<file path="src/rtl/cclk_pkg.sv">
package cclk_pkg;
  localparam int unsigned WDATA_W        = 4;
  localparam int unsigned STAT_W         = 16;
  localparam int unsigned CTRL_STOP_BIT  = 0;
  localparam int unsigned CTRL_START_BIT = 1;
  localparam int unsigned CTRL_OP_BIT    = 2;
  localparam int unsigned CTRL_RESET_BIT = 3;
  localparam int unsigned STAT_RUN_BIT   = 8;
  localparam int unsigned STAT_RESET_BIT = 15;

  typedef struct packed {
    logic clkStart;
    logic clkStop;
  } clk_cmd_t;
endpackage

</file>
<file path="src/rtl/cclk_ctrl.sv">
module cclk_ctrl
  import cclk_pkg::*;
#(
  parameter int unsigned CODE_W     = 3,
  parameter int unsigned RST_CYCLES = 16
) (
  input  logic               clk,
  input  logic               rstN,
  input  logic               wrEn,
  input  logic               wrSel,
  input  logic [WDATA_W-1:0] wrData,
  output clk_cmd_t           cmd,
  output logic [CODE_W-1:0]  reqCode,
  output logic               startOp,
  output logic               resetting
);
  localparam int unsigned RCNT_W = $clog2(RST_CYCLES + 1);

  logic [RCNT_W-1:0] rstCnt;
  logic accept, ctrlWr, divWr, wantReset;

  assign resetting = (rstCnt != '0);
  assign accept    = wrEn && !resetting;
  assign ctrlWr    = accept && !wrSel;
  assign divWr     = accept && wrSel;
  assign wantReset = ctrlWr && wrData[CTRL_RESET_BIT];

  always_ff @(posedge clk or negedge rstN) begin
    if (!rstN) begin
      cmd     <= '0;
      startOp <= 1'b0;
      rstCnt  <= '0;
      reqCode <= '0;
    end else begin
      cmd.clkStop  <= ctrlWr && (wrData[CTRL_STOP_BIT] || wrData[CTRL_RESET_BIT]);
      cmd.clkStart <= ctrlWr && wrData[CTRL_START_BIT] &&
                      !wrData[CTRL_STOP_BIT] && !wrData[CTRL_RESET_BIT];
      startOp      <= ctrlWr && wrData[CTRL_OP_BIT] && !wrData[CTRL_RESET_BIT];
      if (wantReset) begin
        rstCnt  <= RCNT_W'(RST_CYCLES);
        reqCode <= '0;
      end else begin
        if (resetting) rstCnt <= rstCnt - RCNT_W'(1);
        if (divWr)     reqCode <= wrData[CODE_W-1:0];
      end
    end
  end

  // entering reset always issues a clock stop
  p_reset_stops_r8: assert property (@(posedge clk) disable iff (!rstN)
    $rose(resetting) |-> cmd.clkStop);

  // no start reaches the datapath while resetting
  p_no_start_in_reset_r9: assert property (@(posedge clk) disable iff (!rstN)
    resetting |-> !cmd.clkStart);

  // a start-op pulse always follows a control write carrying bit 2
  p_op_pulse_r7: assert property (@(posedge clk) disable iff (!rstN)
    startOp |-> $past(wrEn && !wrSel && wrData[CTRL_OP_BIT]));
endmodule

</file>
<file path="src/rtl/cclk_datapath.sv">
module cclk_datapath
  import cclk_pkg::*;
#(
  parameter int unsigned CODE_W = 3
) (
  input  logic              clk,
  input  logic              rstN,
  input  clk_cmd_t          cmd,
  input  logic [CODE_W-1:0] reqCode,
  output logic              cardClk,
  output logic              running
);
  localparam int unsigned CNT_W = (1 << CODE_W) - 1;

  logic [CNT_W-1:0]  cnt;
  logic [CNT_W-1:0]  mask;
  logic [CODE_W-1:0] code;
  logic              stopPend, stopNow, tick;

  assign mask    = ~({CNT_W{1'b1}} << code);
  assign tick    = ((cnt & mask) == mask);
  assign stopNow = stopPend || cmd.clkStop;

  always_ff @(posedge clk or negedge rstN) begin
    if (!rstN) begin
      cnt      <= '0;
      code     <= '0;
      cardClk  <= 1'b0;
      running  <= 1'b0;
      stopPend <= 1'b0;
    end else if (!running) begin
      cnt      <= '0;
      cardClk  <= 1'b0;
      stopPend <= 1'b0;
      code     <= reqCode;
      running  <= cmd.clkStart && !cmd.clkStop;
    end else begin
      cnt <= cnt + CNT_W'(1);
      if (stopNow && !cardClk) begin
        running  <= 1'b0;
        cnt      <= '0;
        stopPend <= 1'b0;
      end else if (tick && cardClk) begin
        cardClk  <= 1'b0;
        cnt      <= '0;
        code     <= reqCode;
        running  <= !stopNow;
        stopPend <= 1'b0;
      end else begin
        if (tick) cardClk <= 1'b1;
        stopPend <= stopNow;
      end
    end
  end

  // a high level only exists while the gate is open
  p_high_only_running_r5: assert property (@(posedge clk) disable iff (!rstN)
    cardClk |-> running);

  // the gate closes with the clock low
  p_halt_low_r4: assert property (@(posedge clk) disable iff (!rstN)
    $fell(running) |-> !cardClk);

  // the gate opens with the clock low
  p_start_low_r3: assert property (@(posedge clk) disable iff (!rstN)
    $rose(running) |-> !cardClk);

  // the applied code only changes with the clock low
  p_code_at_boundary_r10: assert property (@(posedge clk) disable iff (!rstN)
    (code != $past(code)) |-> !cardClk);
endmodule

</file>
<file path="src/rtl/card_clock_gen.sv">
module card_clock_gen
  import cclk_pkg::*;
#(
  parameter int unsigned CODE_W     = 3,
  parameter int unsigned RST_CYCLES = 16
) (
  input  logic               clk,
  input  logic               rstN,
  input  logic               wrEn,
  input  logic               wrSel,
  input  logic [WDATA_W-1:0] wrData,
  output logic               cardClk,
  output logic               startOp,
  output logic [STAT_W-1:0]  statusWord
);
  clk_cmd_t          cmd;
  logic [CODE_W-1:0] reqCode;
  logic              resetting, running;

  cclk_ctrl #(.CODE_W(CODE_W), .RST_CYCLES(RST_CYCLES)) uCtrl (
    .clk(clk), .rstN(rstN), .wrEn(wrEn), .wrSel(wrSel), .wrData(wrData),
    .cmd(cmd), .reqCode(reqCode), .startOp(startOp), .resetting(resetting)
  );

  cclk_datapath #(.CODE_W(CODE_W)) uPath (
    .clk(clk), .rstN(rstN), .cmd(cmd), .reqCode(reqCode),
    .cardClk(cardClk), .running(running)
  );

  always_comb begin
    statusWord = '0;
    statusWord[STAT_RUN_BIT]   = running;
    statusWord[STAT_RESET_BIT] = resetting;
  end
endmodule

</file>
<file path="config.mk">
export PLATFORM = sky130hd
export DESIGN_NAME = card_clock_gen
export DESIGN_NICKNAME = d
export VERILOG_FILES = /design/src/rtl/cclk_pkg.sv /design/src/rtl/cclk_ctrl.sv /design/src/rtl/cclk_datapath.sv /design/src/rtl/card_clock_gen.sv
export SDC_FILE = /design/constraint.sdc
export NUM_CORES = 1
export LEC_CHECK = 0
export BUFFER_PORTS_ARGS = -buffer_cell sky130_fd_sc_hd__buf_2
export CORE_ASPECT_RATIO = 1.4
export CORE_UTILIZATION = 53
export DETAILED_ROUTE_END_ITERATION = 10
export PLACE_DENSITY = 0.8
export SLEW_MARGIN = 0
export SYNTH_ARGS = -nofsm -noshare
export SYNTH_HDL_FRONTEND = slang
export SYNTH_SLANG_ARGS = --single-unit
</file>
<file path="constraint.sdc">
create_clock -name clk -period 2.1 [get_ports clk]
set_input_delay 0.105 -clock clk [delete_from_list [all_inputs] [get_ports clk]]
set_output_delay 0.105 -clock clk [all_outputs]
set_load 0.01 [all_outputs]
</file>
==> results.py, run 1 <==
metrics = {
    "run_status": {
        "outcome": "complete, no violations",
    },
    "power": {
        "power.leakage_nw": 0.6391,
        "internal_power_w": 0.0009270,
        "power.switching_w": 0.0005107,
        "clock_power_share_pct": 16.1,
        "ir_worst_vdd_mv": 0.5419,
        "cell_area_power_density_nw_per_um2": 1112,
        "pwr-share-seq_pct": 49.0,
        "combinationalPowerShare_pct": 34.9,
        "power.share.switching_pct": 35.52,
    },
    "detailed_routing": {
        "detail_route.first_pass.iterations": 2,
        "drt_drc_violations_left": 0,
        "routed_wire_length_per_instance_um": 13.00,
        "drt-initial-drc-count": 3,
        "detail_route.wirelength_mm": 1.963,
        "vias": 792,
        "route.antenna.remaining_nets": 0,
        "drt-vias-per-instance": 5.245,
    },
    "grt": {
        "grt_max_degree": 25,
        "grt_pass1_vias": 800,
        "grt_antenna_before_repair": 0,
        "gr_util_all_layers_pct": 17.56,
        "grt_pass1_wl_mm": 3.387,
        "grt-ovfl-total": 0,
    },
    "cts": {
        "cts-buffers-inserted": 3,
        "cts_tree": "yes",
        "hold_buffers": 1,
        "cts_buffer_depth": 2,
        "clock_tree.root_cell": "sky130_fd_sc_hd__clkbuf_4",
        "clkTransAtPathRegs_ps": 120,
        "cts_repair_resize_count": 0,
        "clock_tree_sinks": 24,
        "post-cts-setup-buffer-count": 0,
        "htree_num_levels": 1,
        "clock_insertion_delay_worst_skew_ps": 300,
    },
    "place": {
        "finalWeightedCongestion": 0.7752,
        "detailed_place_hpwl_mm": 1.609,
        "placed_cell_area_um2": 1246,
        "io_buffers": 11,
    },
    "timing": {
        "timing.final.max_slew_violations": 0,
        "fin_crit_sh_pct": 82.60,
        "maxClockFrequency_mhz": 576.5,
        "final.setup_skew_ps": 2.399,
        "finalSetupViolations": 0,
        "hold-worst-slack_ps": 44.56,
        "report.final.hold_viol_count": 0,
        "min_period_ps": 1735,
        "max_slew_margin_pct": 66.36,
        "finalSetupTns_ps": 0,
        "tightestPinTransition_ps": 504.5,
        "grt_setup_unrepaired": "false",
    },
    "floorplan": {
        "floorplan.die_area_um2": 2530,
        "die_width_um": 42.80,
        "num_io_pins": 26,
        "die_h_um": 59.12,
        "core_area_um2": 2177,
        "core.rowCount": 20,
        "starting_utilization_of_the_core_area_pct": 56.72,
    },
    "yosys": {
        "ys.warnings.count": 0,
        "synth_area_um2": 1235,
        "synthDistinctLibCells": 34,
        "post_synth_main_area_contributors": "sky130_fd_sc_hd__dfrtp_1 (49%), sky130_fd_sc_hd__buf_4 (9.7%), sky130_fd_sc_hd__nor2_1 (4.3%)",
        "synthCells": 116,
        "yosys.area.top_type": "sky130_fd_sc_hd__dfrtp_1",
        "ys_ff_latch": 24,
        "seq_area_frac_synth_pct": 48.63,
        "synth_area_per_cell_um2": 10.65,
        "yosysTopAreaCellShare_pct": 48.63,
    },
    "setup_path": {
        "critPathArrivalTime_ps": 1930,
        "cp-end-kind": "flop",
        "worst-setup-path-type": "flop to flop",
        "worst_ep_required_time_ps": 2300,
        "crit_path_start_kind": "flop",
        "crit_path_max_fanout": 4,
    },
    "cells_and_area": {
        "final_design_area_no_fill_um2": 1292,
        "area_delta_synth_final_pct": 4.661,
        "post_route_cells_drive_above_1_share_pct": 14.73,
        "finish.net_count": 141,
        "insertedDiodeCount": 0,
    },
    "hold_path": {
        "worstHoldPathType": "input port to flop",
    },
    "job": {
        "max_cap_viol_count": 0,
    },
}
flip-flops by register name, summed over array words and instances, names as in the netlist:
register,flops
uCtrl.cmd,2
uCtrl.reqCode,3
uCtrl.rstCnt,5
uCtrl.startOp,1
uPath.cardClk,1
uPath.cnt,7
uPath.code,3
uPath.running,1
uPath.stopPend,1
layout by cell type, fill, tap and decap left out, drive strengths merged, types with 2 or more instances in the layout:
cell	netlist	final
a32o	3	3
nor3	4	4
mux2	3	3
ha	3	3
xor2	2	2
nor2	14	14
and3	5	5
conb	1	14
xnor2	5	5
clkbuf	0	4
a221o	2	2
nor2b	3	3
nand2	3	3
o21ai	4	4
buf	16	11
inv	9	9
nand3	2	2
dfrtp	24	24
synthesized netlist by cell type:
cell                       count
sky130_fd_sc_hd__dfrtp_1      24
sky130_fd_sc_hd__buf_4        16
sky130_fd_sc_hd__nor2_1       14
sky130_fd_sc_hd__inv_1         9
sky130_fd_sc_hd__xnor2_1       5
sky130_fd_sc_hd__and3_1        4
sky130_fd_sc_hd__nor3_1        4
sky130_fd_sc_hd__a32o_1        3
sky130_fd_sc_hd__ha_1          3
sky130_fd_sc_hd__mux2_1        3
sky130_fd_sc_hd__nor2b_1       3
sky130_fd_sc_hd__a221o_1       2
sky130_fd_sc_hd__nand2_1       2
sky130_fd_sc_hd__nand3_1       2
sky130_fd_sc_hd__o21ai_0       2
sky130_fd_sc_hd__xor2_1        2
sky130_fd_sc_hd__a21o_1        1
sky130_fd_sc_hd__a21oi_1       1
sky130_fd_sc_hd__a221oi_1      1
sky130_fd_sc_hd__a311o_1       1
sky130_fd_sc_hd__a31oi_1       1
sky130_fd_sc_hd__and2_1        1
sky130_fd_sc_hd__and3_4        1
sky130_fd_sc_hd__and3b_1       1
sky130_fd_sc_hd__conb_1        1
sky130_fd_sc_hd__mux2i_1       1
sky130_fd_sc_hd__nand2_2       1
sky130_fd_sc_hd__o21ai_1       1
sky130_fd_sc_hd__o21ai_2       1
sky130_fd_sc_hd__o21ba_1       1
sky130_fd_sc_hd__o21bai_1      1
sky130_fd_sc_hd__o221ai_4      1
sky130_fd_sc_hd__o22ai_1       1
sky130_fd_sc_hd__or3_1         1
stage by stage:
step | std cells | setup slack (ps) | power, W | util [%]
after global placement | 146 | 421.9 | 0.001192 | 57.24
after global routing | 151 | 220.4 | 0.001556 | 59.37
after CTS | 151 | 334.8 | 0.001457 | 59.37
after detailed placement | 146 | 364.5 | 0.001225 | 57.24
after floorplan | 129 | 499.5 | 0.001110 | -
final | 151 | 365.4 | 0.001438 | 59.37
area by class of cell:
type / instances / area [µm²]
clock buffer: 4 / 36.28
fill: 194 / 884.6
inverter: 9 / 33.78
multi-input combinational: 80 / 529.3
sequential: 24 / 600.6
tap: 22 / 27.53
timing repair buffer: 12 / 65.06
power groups by stage:
stage / combinational [W] / sequential (W) / clock (W)
global placement: 0.000487 / 0.000705 / 0
detailed placement: 0.000507 / 0.000717 / 0
finish: 0.000502 / 0.000704 / 0.000232
CTS: 0.000511 / 0.000707 / 0.000239
global route: 0.000575 / 0.000723 / 0.000258
floorplan: 0.000430 / 0.000680 / 0
routing by layer:
layer	wire [µm]	track usage (%)	up-vias
met5	0	0	-
met4	22	6.696	0
met3	36	1.829	4
met2	1122	32.90	12
met1	782	20.16	382
li1	-	-	394
kinds of logic (layout without fill, tap and decap cells):
group	after synthesis	count (layout)	synth area share [%]
compound gates	18	18	13.07
other cells	1	14	0.3037
buf+inv	25	25	12.46
fa+ha+maj	3	3	3.040
xor+xnor	7	7	4.965
flops	24	24	48.63
mux	4	4	3.546
simple gates	34	34	13.98
final timing paths:
kind	start	to	slack, ps	depth (start not counted)
worst max-delay path	uPath.cnt[4]	uPath.code[2]	370	5
worst min-delay path	wrData[3]	uCtrl.rstCnt[1]	40	2
worst max register to register	uPath.cnt[4]	uPath.code[2]	370	5
worst min register to register	uCtrl.cmd[0]	uPath.running	470	1
max in group asynchronous	rstN	uPath.code[1]	1480	2
min in group asynchronous	rstN	uPath.cnt[5]	290	2
worst max-delay path, stage by stage (launching register included):
cell and delay (ps):
sky130_fd_sc_hd__dfrtp_1 440, sky130_fd_sc_hd__nand2_2 70, sky130_fd_sc_hd__and3_4 180, sky130_fd_sc_hd__a311o_1 370, sky130_fd_sc_hd__o21ai_2 210, sky130_fd_sc_hd__mux2_1 350
(Power assumes the default switching activity.)
==> run 2, diff against run 1 <==
==> constraint.sdc (replaced) <==
create_clock -name clk -period 1.6 [get_ports clk]
set_input_delay 0.08 -clock clk [delete_from_list [all_inputs] [get_ports clk]]
set_output_delay 0.08 -clock clk [all_outputs]
set_load 0.01 [all_outputs]
==> run 2 against run 1 <==
- the flow now finishes with violations (setup timing)
- final cell count increased by 11%
- register-to-register slack got worse by 460 ps
- first-iteration DRC count increased to 12 times the previous value
- combinational power increased by 120%
- sequential share of layout area decreased by 6.4 points
- largest cell class unchanged
- routed wire length increased by 25%
- setup slack got worse by 460 ps
- maximum frequency increased by 2.6%
- via count increased by 11%
- sequential cell count unchanged
- global-route usage increased by 3.2 points
- clock power increased by 85%
==> results.py, run 2 (same netlist as run 1, synthesis figures left out) <==
metrics = {
    "cells_and_area": {
        "post_route_cells_drive_above_1_share_pct": 33.10,
        "area_delta_synth_final_pct": 21.78,
        "finish.net_count": 157,
        "top_regs": "uPath.cnt: 7 flops, uCtrl.rstCnt: 5 flops",
        "flip_flop_count_of_the_largest_register_all_copies_and_words_added": 7,
        "insertedDiodeCount": 0,
        "layout.cells.most_common_list": "sky130_fd_sc_hd__dfrtp_1 (23), sky130_fd_sc_hd__conb_1 (14), sky130_fd_sc_hd__buf_4 (14)",
        "layout.cells.most_common": "sky130_fd_sc_hd__dfrtp_1",
        "largest-register": "uPath.cnt",
    },
    "timing": {
        "setup_slack_after_layout_ps": -90.11,
        "fin_crit_sh_pct": 105.6,
        "finalSetupTns_ps": -790.5,
        "finalSetupViolations": 11,
        "max_slew_margin_pct": 65.73,
        "min_period_ps": 1690,
        "hold-worst-slack_ps": 13.59,
        "timing.final.max_slew_violations": 0,
        "final.setup_skew_ps": 5.381,
        "maxClockFrequency_mhz": 591.7,
        "report.final.hold_viol_count": 0,
        "tightestPinTransition_ps": 514.0,
        "grt_setup_unrepaired": "true",
    },
    "run_status": {
        "outcome": "finished, violations left",
        "failed_checks": "setup timing",
    },
    "grt": {
        "gr_util_all_layers_pct": 20.80,
        "grt_pass1_vias": 860,
        "grt_antenna_before_repair": 0,
        "grt_pass1_wl_mm": 3.781,
        "grt_max_degree": 25,
        "grt-ovfl-total": 0,
    },
    "setup_path": {
        "startpoint": "uPath.code[2]",
        "endpoint_of_the_worst_setup_timing_path": "uPath.code[1]",
        "length_in_cells_of_the_worst_reg_to_reg_path": 4,
        "crit_path_max_fanout": 6,
        "worst-setup-path-type": "flop to flop",
        "cp-end-kind": "flop",
        "critPathArrivalTime_ps": 1900,
        "r2r-start": "uPath.code[2]",
        "worst_ep_required_time_ps": 1810,
        "timing.reg2reg.setup_slack_ps": -90,
        "crit_path_start_kind": "flop",
        "timing.rr.end": "uPath.code[1]",
    },
    "power": {
        "cell_area_power_density_nw_per_um2": 1625,
        "power.leakage_nw": 0.7503,
        "ir_worst_vdd_mv": 0.9473,
    },
    "floorplan": {
        "die_width_um": 42.80,
        "core.rowCount": 20,
        "num_io_pins": 26,
        "starting_utilization_of_the_core_area_pct": 56.72,
        "core_area_um2": 2177,
        "die_h_um": 59.12,
        "floorplan.die_area_um2": 2530,
    },
    "cts": {
        "clock_tree.root_cell": "sky130_fd_sc_hd__clkbuf_4",
        "cts_buffer_depth": 2,
        "cts_tree": "yes",
        "htree_num_levels": 1,
        "clock_insertion_delay_worst_skew_ps": 310,
        "clock_tree_sinks": 24,
        "clkTransAtPathRegs_ps": 130,
        "cts-buffers-inserted": 3,
    },
    "detailed_routing": {
        "drt-vias-per-instance": 5.251,
        "routed_wire_length_per_instance_um": 14.73,
        "route.antenna.remaining_nets": 0,
        "drt_drc_violations_left": 0,
        "drt-initial-drc-count": 37,
        "vias": 877,
        "detail_route.first_pass.iterations": 4,
        "detail_route.wirelength_mm": 2.460,
    },
    "job": {
        "max_cap_viol_count": 0,
    },
    "place": {
        "io_buffers": 11,
        "detailed_place_hpwl_mm": 1.664,
        "finalWeightedCongestion": 0.8014,
    },
    "hold_path": {
        "hold_path_startpoint": "wrData[3]",
        "whs_path_depth": 2,
        "worstHoldPathType": "input port to flop",
    },
}
[run 2: layout make-up]
cell class                 count  area [µm²]
clock buffer                   3       22.52
clock inverter                 1       30.03
fill                         173       673.1
inverter                       9       33.78
multi-input combinational     80       580.6
sequential                    24       601.8
tap                           22       27.53
timing repair buffer          28       207.7
[run 2: per-stage QoR]
step           setup WS (ps)  util, %  cells  cell area [µm²]  total power, W
2_1_floorplan          20.81        -    129             1284        0.001457
3_3_place_gp          -21.61    61.26    156             1334        0.001681
3_5_place_dp          -126.8    61.26    156             1334        0.001732
4_1_cts               -72.62    67.18    164             1463        0.002337
5_1_grt               -130.7    69.08    167             1504        0.002577
6_report              -90.11    69.08    167             1504        0.002444
[run 2: what timing repair did]
item                                    CTS  global route
gates resized for setup                  12             8
hold buffers                              1             0
hold endpoints to repair                 24             0
buffers inserted                          3             4
endpoints found under the setup margin   20            17
pin swaps                                 4             1
[run 2: where the power goes]
group	internal, W	total [W]	switching (W)
logic	0.000596	0.00108	0.000482
registers	0.000771	0.000936	0.000165
clock network	0.000253	0.000430	0.000177
total	0.00162	0.00244	0.000825
[run 2: critical path, stage by stage (launching register included)]
cell and delay, ps:
sky130_fd_sc_hd__dfrtp_2 470, sky130_fd_sc_hd__and3_4 180, sky130_fd_sc_hd__a311o_1 360, sky130_fd_sc_hd__o21ai_4 240
sky130_fd_sc_hd__mux2_4 330
[run 2: worst min-delay path by stage]
stage / to / slack (ps)
after floorplan: uCtrl.cmd[0] / -220
after global placement: uPath.cnt[5] / 80
after detailed placement: uPath.cnt[5] / 80
after CTS: uCtrl.rstCnt[0] / 10
after global routing: uCtrl.rstCnt[0] / 10
final: uCtrl.rstCnt[0] / 10
[run 2: routing by layer]
metal  global-route usage (%)  routed length, µm
met1                    23.08                940
met5                        0                  0
met2                    38.10               1406
met4                    12.05                 61
met3                    1.829                 52
==> run 3, diff against run 2 <==
--- a/config.mk
+++ b/config.mk
@@ -10,6 +10,7 @@
 export CORE_UTILIZATION = 53
 export DETAILED_ROUTE_END_ITERATION = 10
 export PLACE_DENSITY = 0.8
+export SETUP_SLACK_MARGIN = 0.02
 export SLEW_MARGIN = 0
 export SYNTH_ARGS = -nofsm -noshare
 export SYNTH_HDL_FRONTEND = slang
==> run 3 against run 2 <==
- the flow still finishes with violations (setup timing)
- maximum frequency about the same
- clock skew about the same
- critical path depth unchanged
- final cell count up 0.60%
- sequential power about the same
- sequential cell count unchanged
- clock power about the same
- clock-buffer cell count unchanged
- non-clock buffer count up 1
- critical path type unchanged
==> results.py, run 3 (same netlist as run 1, synthesis figures left out) <==
metrics = {
    "power": {
        "power.leakage_nw": 0.7564,
        "ir_worst_vdd_mv": 0.9446,
        "combinationalPowerShare_pct": 44.7,
        "fin_total_pwr_w": 0.002465,
        "power.switching_w": 0.0008256,
        "cell_area_power_density_nw_per_um2": 1627,
        "power.share.switching_pct": 33.50,
        "internal_power_w": 0.001639,
        "clock_power_share_pct": 17.4,
        "pwr-share-seq_pct": 37.9,
    },
    "cts": {
        "clock_tree_sinks": 24,
        "cts_buffer_depth": 2,
        "cts_tree": "yes",
        "clock_tree.root_cell": "sky130_fd_sc_hd__clkbuf_4",
        "clock_insertion_delay_worst_skew_ps": 310,
        "cts-buffers-inserted": 3,
        "clkTransAtPathRegs_ps": 130,
        "htree_num_levels": 1,
    },
    "cells_and_area": {
        "layout.cells.most_common_list": "sky130_fd_sc_hd__dfrtp_1 (23), sky130_fd_sc_hd__conb_1 (14), sky130_fd_sc_hd__buf_4 (14)",
        "post_route_cells_drive_above_1_share_pct": 33.56,
        "insertedDiodeCount": 0,
        "final_design_area_no_fill_um2": 1515,
        "largest-register": "uPath.cnt",
        "finish.net_count": 158,
        "flip_flop_count_of_the_largest_register_all_copies_and_words_added": 7,
        "layout.cells.most_common": "sky130_fd_sc_hd__dfrtp_1",
        "area_delta_synth_final_pct": 22.69,
        "top_regs": "uPath.cnt: 7 flops, uCtrl.rstCnt: 5 flops",
    },
    "timing": {
        "min_period_ps": 1691,
        "hold-worst-slack_ps": 16.14,
        "setup_slack_after_layout_ps": -91.45,
        "max_slew_margin_pct": 66.03,
        "grt_setup_unrepaired": "true",
        "tightestPinTransition_ps": 509.6,
        "fin_crit_sh_pct": 105.7,
        "finalSetupTns_ps": -727.1,
        "timing.final.max_slew_violations": 0,
        "report.final.hold_viol_count": 0,
        "finalSetupViolations": 11,
        "final.setup_skew_ps": 5.574,
        "maxClockFrequency_mhz": 591.2,
    },
    "detailed_routing": {
        "detail_route.wirelength_mm": 2.441,
        "route.antenna.remaining_nets": 0,
        "vias": 884,
        "routed_wire_length_per_instance_um": 14.53,
        "drt_drc_violations_left": 0,
        "drt-vias-per-instance": 5.262,
        "detail_route.first_pass.iterations": 4,
        "drt-initial-drc-count": 39,
    },
    "place": {
        "detailed_place_hpwl_mm": 1.664,
        "io_buffers": 11,
        "finalWeightedCongestion": 0.8014,
        "pre_cts_setup_slack_ps": -126.8,
        "placed_cell_area_um2": 1334,
    },
    "setup_path": {
        "crit_chain": "and3_4 > a311o_1 > o21ai_4 > mux2_4",
        "path_buf_inv": 0,
        "worst_ep_required_time_ps": 1810,
        "worst_path_max_delay_cell": "sky130_fd_sc_hd__dfrtp_2",
        "cpLargestDelayFamily": "compound AO/OA/AOI/OAI gates",
        "critPathArrivalTime_ps": 1900,
        "crit_path_max_fanout": 6,
        "worst-setup-path-type": "flop to flop",
        "cp-end-kind": "flop",
        "critical_path.max_stage_delay_ps": 470,
        "crit_path_start_kind": "flop",
    },
    "grt": {
        "grt_pass1_vias": 860,
        "gr_util_all_layers_pct": 20.80,
        "grt_antenna_before_repair": 0,
        "grt_max_degree": 25,
        "grt_pass1_wl_mm": 3.781,
        "grt-ovfl-total": 0,
    },
    "floorplan": {
        "core.rowCount": 20,
        "starting_utilization_of_the_core_area_pct": 56.72,
        "die_width_um": 42.80,
        "num_io_pins": 26,
        "core_area_um2": 2177,
        "floorplan.die_area_um2": 2530,
        "die_h_um": 59.12,
    },
    "job": {
        "max_cap_viol_count": 0,
    },
    "run_status": {
        "outcome": "finished, violations left",
        "failed_checks": "setup timing",
    },
    "hold_path": {
        "worstHoldPathType": "input port to flop",
    },
}
-- run 3: final cells by class --
cell class              count  area [µm²]
inverters                   9       33.78
fillers                   173       661.9
repair buffers             29       219.0
clock buffers               3       22.52
flip-flops and latches     24       601.8
well taps                  22       27.53
clock inverters             1       30.03
multi-input cells          80       580.6
-- run 3: power groups by stage --
stage,sequential (W),clock (W),combinational [W]
finish,0.000935,0.000429,0.00110
global placement,0.000904,0,0.000777
detailed placement,0.000919,0,0.000812
floorplan,0.000892,0,0.000565
CTS,0.000915,0.000439,0.000983
global route,0.000952,0.000458,0.00119
-- run 3: stage by stage --
step | instances | utilization (%)
2_1_floorplan | 129 | -
3_3_place_gp | 156 | 61.26
3_5_place_dp | 156 | 61.26
4_1_cts | 164 | 67.18
5_1_grt | 168 | 69.60
6_report | 168 | 69.60
-- run 3: repair_timing --
item	in CTS	in global routing
gates resized for setup	12	9
pin swaps	4	1
endpoints found under the hold margin	24	0
setup endpoints to repair	20	18
setup buffers	3	4
hold buffers	1	0
-- run 3: layer usage --
layer  track usage (%)  wire length [µm]  up-vias
met3             1.829                69        6
met5                 0                 0        -
met4             12.05                61        0
met1             23.08               903      416
li1                  -                 -      432
met2             38.10              1406       30
-- run 3: worst paths after layout --
check                              startpoint  slack, ps               to  cells after the start
worst max-delay path            uPath.code[2]        -90    uPath.code[1]                      4
worst min-delay path                wrData[3]         20  uCtrl.rstCnt[1]                      2
worst max register to register  uPath.code[2]        -90    uPath.code[1]                      4
worst min register to register   uCtrl.cmd[0]        460    uPath.running                      1
max in group asynchronous                rstN        980    uPath.code[2]                      2
min in group asynchronous                rstN        250    uPath.code[1]                      2
